### src/rtl/plm_pkg.sv
`timescale 1ns/1ps
package plm_pkg;

   typedef enum logic [1:0] {
      OP_AND    = 2'b00,
      OP_OR     = 2'b01,
      OP_ANDNOT = 2'b10,
      OP_RSVD   = 2'b11
   } plm_op_e;

   localparam int unsigned NUM_LANES = 2;

endpackage

### src/rtl/plm_ctx_filter.sv
`timescale 1ns/1ps
module plm_ctx_filter #(
   parameter int unsigned DOC_W    = 12,
   parameter int unsigned CNT_W    = 6,
   parameter int unsigned CTX_HI_W = 4,
   parameter int unsigned CTX_LO_W = 9
) (
   input  logic [2*(1+CTX_LO_W+CNT_W)-1:0] entry_i,
   input  logic [CTX_HI_W+CTX_LO_W-1:0]    mask_i,
   output logic                            keep_o
);
   localparam int unsigned WORD_W  = 1 + CTX_LO_W + CNT_W;
   localparam int unsigned ENTRY_W = 2 * WORD_W;
   localparam int unsigned DOC_TOP = ENTRY_W - CTX_HI_W - 1;

   logic [CTX_HI_W+CTX_LO_W-1:0] flags;
   logic                         is_end;

   always_comb begin
      flags  = {entry_i[ENTRY_W-1 -: CTX_HI_W], entry_i[CNT_W +: CTX_LO_W]};
      is_end = &entry_i[DOC_TOP -: DOC_W];
      keep_o = is_end | (|(flags & mask_i));
   end
endmodule

### src/rtl/plm_hold.sv
`timescale 1ns/1ps
module plm_hold #(
   parameter int unsigned WIDTH = 32
) (
   input  logic             clk,
   input  logic             rst_n,
   input  logic             load_i,
   input  logic             clr_i,
   input  logic [WIDTH-1:0] d_i,
   output logic             full_o,
   output logic [WIDTH-1:0] q_o
);
   always_ff @(posedge clk or negedge rst_n) begin
      if (!rst_n) begin
         full_o <= 1'b0;
         q_o    <= '0;
      end else if (load_i) begin
         full_o <= 1'b1;
         q_o    <= d_i;
      end else if (clr_i) begin
         full_o <= 1'b0;
      end
   end
endmodule

### src/rtl/plm_combine.sv
`timescale 1ns/1ps
module plm_combine import plm_pkg::*; #(
   parameter int unsigned DOC_W    = 12,
   parameter int unsigned CNT_W    = 6,
   parameter int unsigned CTX_HI_W = 4,
   parameter int unsigned CTX_LO_W = 9,
   parameter bit          SATURATE = 1'b1
) (
   input  plm_op_e                         op_i,
   input  logic [2*(1+CTX_LO_W+CNT_W)-1:0] x_i,
   input  logic [2*(1+CTX_LO_W+CNT_W)-1:0] y_i,
   output logic                            x_low_o,
   output logic                            y_low_o,
   output logic                            emit_o,
   output logic [2*(1+CTX_LO_W+CNT_W)-1:0] out_o
);
   localparam int unsigned WORD_W  = 1 + CTX_LO_W + CNT_W;
   localparam int unsigned ENTRY_W = 2 * WORD_W;
   localparam int unsigned DOC_TOP = ENTRY_W - CTX_HI_W - 1;
   localparam int unsigned TAG_B   = CTX_LO_W + CNT_W;

   logic [DOC_W-1:0]    doc_x, doc_y, doc_lo;
   logic [CNT_W-1:0]    cnt_x, cnt_y, cnt_min, cnt_sum;
   logic [CNT_W:0]      raw_sum;
   logic [CTX_HI_W-1:0] hi_mix;
   logic [CTX_LO_W-1:0] lo_mix;
   logic                tag_mix;

   always_comb begin
      doc_x   = x_i[DOC_TOP -: DOC_W];
      doc_y   = y_i[DOC_TOP -: DOC_W];
      cnt_x   = x_i[CNT_W-1:0];
      cnt_y   = y_i[CNT_W-1:0];
      x_low_o = (doc_x <= doc_y);
      y_low_o = (doc_y <= doc_x);
      doc_lo  = x_low_o ? doc_x : doc_y;
      cnt_min = (cnt_x < cnt_y) ? cnt_x : cnt_y;
      raw_sum = (x_low_o ? {1'b0, cnt_x} : '0) + (y_low_o ? {1'b0, cnt_y} : '0);
      hi_mix  = (x_low_o ? x_i[ENTRY_W-1 -: CTX_HI_W] : '0)
              | (y_low_o ? y_i[ENTRY_W-1 -: CTX_HI_W] : '0);
      lo_mix  = (x_low_o ? x_i[CNT_W +: CTX_LO_W] : '0)
              | (y_low_o ? y_i[CNT_W +: CTX_LO_W] : '0);
      tag_mix = (x_low_o & x_i[TAG_B]) | (y_low_o & y_i[TAG_B]);
   end

   generate
      if (SATURATE) begin : g_sat
         assign cnt_sum = raw_sum[CNT_W] ? {CNT_W{1'b1}} : raw_sum[CNT_W-1:0];
      end else begin : g_wrap
         assign cnt_sum = raw_sum[CNT_W-1:0];
      end
   endgenerate

   always_comb begin
      unique case (op_i)
         OP_AND: begin
            emit_o = x_low_o & y_low_o;
            out_o  = {{CTX_HI_W{1'b0}}, doc_lo, x_i[TAG_B] | y_i[TAG_B],
                      {CTX_LO_W{1'b0}}, cnt_min};
         end
         OP_ANDNOT: begin
            emit_o = x_low_o & ~y_low_o;
            out_o  = {hi_mix, doc_lo, tag_mix, lo_mix, cnt_sum};
         end
         default: begin
            emit_o = 1'b1;
            out_o  = {hi_mix, doc_lo, tag_mix, lo_mix, cnt_sum};
         end
      endcase
   end
endmodule

### src/rtl/plm_merge_top.sv
`timescale 1ns/1ps
module plm_merge_top import plm_pkg::*; #(
   parameter int unsigned DOC_W    = 12,
   parameter int unsigned CNT_W    = 6,
   parameter int unsigned CTX_HI_W = 4,
   parameter int unsigned CTX_LO_W = 9,
   parameter bit          SATURATE = 1'b1
) (
   input  logic                            clk,
   input  logic                            rst_n,
   input  logic [1:0]                      op_i,
   input  logic [CTX_HI_W+CTX_LO_W-1:0]    ctx_mask_i,
   input  logic                            x_full_i,
   input  logic [2*(1+CTX_LO_W+CNT_W)-1:0] x_entry_i,
   output logic                            x_take_o,
   input  logic                            y_full_i,
   input  logic [2*(1+CTX_LO_W+CNT_W)-1:0] y_entry_i,
   output logic                            y_take_o,
   output logic                            o_full_o,
   output logic [2*(1+CTX_LO_W+CNT_W)-1:0] o_entry_o,
   input  logic                            o_clr_i,
   output logic                            done_o
);
   localparam int unsigned WORD_W  = 1 + CTX_LO_W + CNT_W;
   localparam int unsigned ENTRY_W = 2 * WORD_W;
   localparam int unsigned DOC_TOP = ENTRY_W - CTX_HI_W - 1;

   if (DOC_W + CTX_HI_W != WORD_W) begin : g_layout_bad
      $error("plm_merge_top: halves of the entry differ in width");
   end
   if (CNT_W < 2 || DOC_W < 2) begin : g_width_bad
      $error("plm_merge_top: count and document fields need two bits or more");
   end

   plm_op_e                      op_eff;
   logic [NUM_LANES-1:0]         lane_full, lane_keep, lane_take;
   logic [NUM_LANES-1:0]         hold_full, hold_clr, hold_end;
   logic [ENTRY_W-1:0]           lane_entry [NUM_LANES];
   logic [ENTRY_W-1:0]           hold_q     [NUM_LANES];
   logic                         halted_q, term, cmp_go, finish;
   logic                         x_low, y_low, emit;
   logic [ENTRY_W-1:0]           merged;
   logic                         o_full_q;
   logic [ENTRY_W-1:0]           o_entry_q;

   assign op_eff        = (op_i == OP_RSVD) ? OP_OR : plm_op_e'(op_i);
   assign lane_full[0]  = x_full_i;
   assign lane_full[1]  = y_full_i;
   assign lane_entry[0] = x_entry_i;
   assign lane_entry[1] = y_entry_i;

   generate
      for (genvar g = 0; g < NUM_LANES; g++) begin : g_lane
         plm_ctx_filter #(
            .DOC_W(DOC_W), .CNT_W(CNT_W), .CTX_HI_W(CTX_HI_W), .CTX_LO_W(CTX_LO_W)
         ) u_filter (
            .entry_i (lane_entry[g]),
            .mask_i  (ctx_mask_i),
            .keep_o  (lane_keep[g])
         );

         assign lane_take[g] = lane_full[g] & ~hold_full[g] & ~halted_q;

         plm_hold #(.WIDTH(ENTRY_W)) u_hold (
            .clk    (clk),
            .rst_n  (rst_n),
            .load_i (lane_take[g] & lane_keep[g]),
            .clr_i  (hold_clr[g]),
            .d_i    (lane_entry[g]),
            .full_o (hold_full[g]),
            .q_o    (hold_q[g])
         );

         assign hold_end[g] = hold_full[g] & (&hold_q[g][DOC_TOP -: DOC_W]);
      end
   endgenerate

   plm_combine #(
      .DOC_W(DOC_W), .CNT_W(CNT_W), .CTX_HI_W(CTX_HI_W),
      .CTX_LO_W(CTX_LO_W), .SATURATE(SATURATE)
   ) u_combine (
      .op_i    (op_eff),
      .x_i     (hold_q[0]),
      .y_i     (hold_q[1]),
      .x_low_o (x_low),
      .y_low_o (y_low),
      .emit_o  (emit),
      .out_o   (merged)
   );

   always_comb begin
      unique case (op_eff)
         OP_AND:    term = |hold_end;
         OP_ANDNOT: term = hold_end[0];
         default:   term = &hold_end;
      endcase
      cmp_go      = (&hold_full) & ~term & ~o_full_q & ~halted_q;
      finish      = term & ~o_full_q & ~halted_q;
      hold_clr[0] = cmp_go & x_low;
      hold_clr[1] = cmp_go & y_low;
   end

   always_ff @(posedge clk or negedge rst_n) begin
      if (!rst_n) begin
         halted_q  <= 1'b0;
         o_full_q  <= 1'b0;
         o_entry_q <= '0;
      end else begin
         if (finish) halted_q <= 1'b1;
         if (cmp_go && emit) begin
            o_full_q  <= 1'b1;
            o_entry_q <= merged;
         end else if (o_clr_i) begin
            o_full_q  <= 1'b0;
         end
      end
   end

   assign x_take_o  = lane_take[0];
   assign y_take_o  = lane_take[1];
   assign o_full_o  = o_full_q;
   assign o_entry_o = o_entry_q;
   assign done_o    = finish;
endmodule

### config.mk
export PLATFORM = sky130hd
export DESIGN_NAME = plm_merge_top
export DESIGN_NICKNAME = d
export VERILOG_FILES = /design/src/rtl/plm_pkg.sv /design/src/rtl/plm_ctx_filter.sv /design/src/rtl/plm_hold.sv /design/src/rtl/plm_combine.sv /design/src/rtl/plm_merge_top.sv
export SDC_FILE = /design/constraint.sdc
export NUM_CORES = 1
export LEC_CHECK = 0
export ABC_CLOCK_PERIOD_IN_PS = 3500
export BUFFER_PORTS_ARGS = -buffer_cell sky130_fd_sc_hd__buf_2
export CAP_MARGIN = 20
export CORE_MARGIN = 2
export CORE_UTILIZATION = 51
export DETAILED_ROUTE_END_ITERATION = 12
export GPL_ROUTABILITY_DRIVEN = 0
export PLACE_DENSITY = 0.87
export SLEW_MARGIN = 10
export SYNTH_ARGS = -nofsm -noshare
export SYNTH_HDL_FRONTEND = slang
export SYNTH_HIERARCHICAL = 1
export SYNTH_SLANG_ARGS = --single-unit
### constraint.sdc
create_clock -name clk -period 3.5 [get_ports clk]
set_input_delay 0.175 -clock clk [delete_from_list [all_inputs] [get_ports clk]]
set_output_delay 0.175 -clock clk [all_outputs]
set_load 0.005 [all_outputs]
==> results.json <==
{
  "slew_headroom": 0.465,
  "post-route-drc-count": 0,
  "cts-root-buf": "clkbuf_16",
  "grt_pass1_wl_um": 24100,
  "wl_met2_um": 7690,
  "synth_ff_type": "dfrtp_1",
  "synth_warnings": 6,
  "post-place-cells": 722,
  "coreArea_mm2": 0.0115,
  "synth_top_family_by_area": "multiplexers",
  "clk_pin_slew_ps": 70,
  "netlist_instances": 468,
  "grtUsageTotal": 0.242,
  "synth_edf_count": 0,
  "async_reset_ff_frac": 1.00,
  "start_util": 0.529,
  "fin_crit_ps": 3430,
  "port_buffers": 119,
  "drv_slew": 0,
  "fin_crit_sh": 0.979,
  "crit_required_ps": 3730,
  "die_height_um": 113,
  "grt_overflow": 0,
  "drt_iter0_drc": 248,
  "synth_fp_nets": 576,
  "hold_viol": 0,
  "hpwl_um": 11100,
  "netlist_area_mm2": 0.00609,
  "rows": 39,
  "cts_tree": "yes",
  "p_leak_nw": 3.58,
  "synth-xor-area-share": 0.00431,
  "avgSynthCellArea_um2": 13.0,
  "synth_area_leaders": "dfrtp_1 41%, mux2_4 24%, ha_1 4.7%",
  "numCtsBuffers": 9,
  "worst_slack_ps": 73.0,
  "synth_mux_area_frac": 0.270,
  "finClkSkew_ps": 8.83,
  "combPwrFrac": 0.585,
  "outcome": "finished, final reports clean",
  "synth_common_cells": "100 x dfrtp_1, 96 x mux2_4, 30 x a22oi_1",
  "layout-area-overhead-vs-synth_pct": 19.7,
  "drive_above_1_share": 0.495,
  "route.detailed.wl_per_inst_um": 20.4,
  "holdCritPathClass": "input port to flip-flop",
  "die-area_mm2": 0.0128,
  "final_util": 0.633,
  "cts.sinks": 100,
  "synth-compound-area-share": 0.0988,
  "endpoint_kind": "flip-flop",
  "routed_wl_um": 15300,
  "nets": 711,
  "wl_met1_um": 6440,
  "tightestPinTransition_ps": 800,
  "synthAdderAreaFrac": 0.0505,
  "internal_power_mw": 5.00,
  "ios": 120,
  "top_layer": "met4",
  "vias": 4439,
  "dpl_worst_slack_ps": -126,
  "postRouteAntennaNets": 0,
  "die_width_um": 113,
  "synth_simple_gate_area_frac": 0.106,
  "clkPwrFrac": 0.136,
  "crit_fanout": 6,
  "instances_no_fill": 751,
  "drtPass1Iterations": 5,
  "yosysMostFrequentCell": "dfrtp_1",
  "vias_per_cell": 5.91,
  "startpoint_type": "flip-flop",
  "netlist.area_leader.share": 0.411,
  "cts_max_level": 3,
  "synth.distinct_cells": 53,
  "timing.hold.ws_ps": 54.5,
  "crit_type": "flip-flop to flip-flop",
  "cap_viol_max_count": 0,
  "grt_max_degree": 79,
  "grt_pass1_vias": 4586,
  "arrival_ps": 3660,
  "p_switching_mw": 3.00,
  "yosys_register_bits": 100,
  "fmaxAchievable_mhz": 292,
  "swShare": 0.375,
  "diodes": 0,
  "ys_seq_area_frac": 0.411,
  "clockBufferDepth": 2,
  "antenna_found_initial": 0,
  "route.met3.wl_um": 853,
  "max-vdd-ir-drop_uv": 486,
  "synth_area_leader_cell": "dfrtp_1",
  "clk_latency_ps": 350,
  "p_seq_frac": 0.279,
  "setup_violations": 0,
  "p_per_area_mw_per_mm2": 1100
}
==> through the flow <==
step / instance area [um2] / power (mW) / TNS, ps
6_report: 7290 / 7.99 / 0
5_1_grt: 7290 / 8.47 / -309
4_1_cts: 7070 / 7.66 / 0
3_5_place_dp: 6720 / 6.52 / -556
3_3_place_gp: 6720 / 6.30 / 0
2_1_floorplan: 6090 / 5.53 / 0
==> power groups by stage <==
stage	combinational [mW]	clock (mW)	sequential, mW
floorplan	3.41	0	2.11
global placement	4.11	0	2.19
detailed placement	4.28	0	2.24
CTS	4.32	1.11	2.23
global route	5.01	1.16	2.30
finish	4.68	1.09	2.23
==> flip-flops by register name, indices dropped and copies added (netlist names) <==
register              flops
g_lane.u_hold/q_o        64
o_full_o                  1
halted_q                  1
g_lane.u_hold/full_o      2
o_entry_o                32
==> critical path: stages, from the launching register on <==
cell and delay [ps]:
dfrtp_1 380, inv_1 70, ha_1 330, nand4_1 220, a211o_4 400, a31oi_4 270, nor2_1 80, ha_1 350
nor2b_1 160, o21ai_1 200, nand2b_1 160, a31oi_4 270, a22oi_2 130, mux2_4 300
==> final cells by class <==
class                      instances  area (um2)
clock buffer                      10         239
sequential                       100        2500
tap                              143         179
clock inverter                     6        86.3
multi-input combinational        322        3320
timing repair buffer             147         875
fill                             853        4220
inverter                          23        86.3
==> what timing repair did <==
action                     in CTS  in global routing
pin swaps                       1                  8
setup endpoints to repair       5                  6
gates resized for setup         2                 19
setup buffers                   0                  8
hold buffers                    1                  1
hold endpoints to repair        1                 12
==> kinds of logic after synthesis <==
group	after synthesis
muxes	115
and+or+nand+nor	106
DFF	100
AOI/OAI and AO/OA	74
buffers and inverters	46
adders and majority gates	24
xor gates and xnor gates	3
==> path summary, 6_finish.rpt <==
kind                                     startpoint                        to  slack (ps)  cells past startpoint
max                        g_lane[0].u_hold/q_o[22]              o_entry_o[4]          70                     13
min                                    x_entry_i[4]   g_lane[0].u_hold/q_o[4]          50                      2
max reg2reg                g_lane[0].u_hold/q_o[22]              o_entry_o[4]          70                     13
min reg2reg                            o_entry_o[1]              o_entry_o[1]         500                      1
max in group asynchronous                     rst_n              o_entry_o[2]        2320                      4
min in group asynchronous                     rst_n  g_lane[1].u_hold/q_o[19]         230                      2
==> placed cells by master (no fill, tap or decap), types with 3 or more instances in the layout <==
cell       Yosys  layout
mux2i_1        7       7
mux2_4        96      96
nand4_1       23      23
nand4_2        3       3
clkbuf_16      0       9
nand2_1        9       9
nand3_1       10      10
buf_4          3      22
dfrtp_1      100      99
nor2b_1        5       3
and2_2         2       4
a21o_1         3       3
inv_1         23      22
buf_2          2     118
ha_1          23      19
nor4_1         3       3
buf_12         9       3
nor2_1        11      11
a21oi_1        6       6
mux2_2        12      12
and2_1        21      19
nor3_1         5       5
a2bb2oi_1     13      13
a22oi_2        0       5
a22oi_1       30      25
o21ai_1        2       4
==> routing by layer <==
layer | track usage | vias to the layer above
li1 | - | 2013
met1 | 0.304 | 2212
met2 | 0.414 | 184
met3 | 0.0557 | 30
met4 | 0.0797 | 0
met5 | 0 | -
Power figures use the tool's default switching activity.
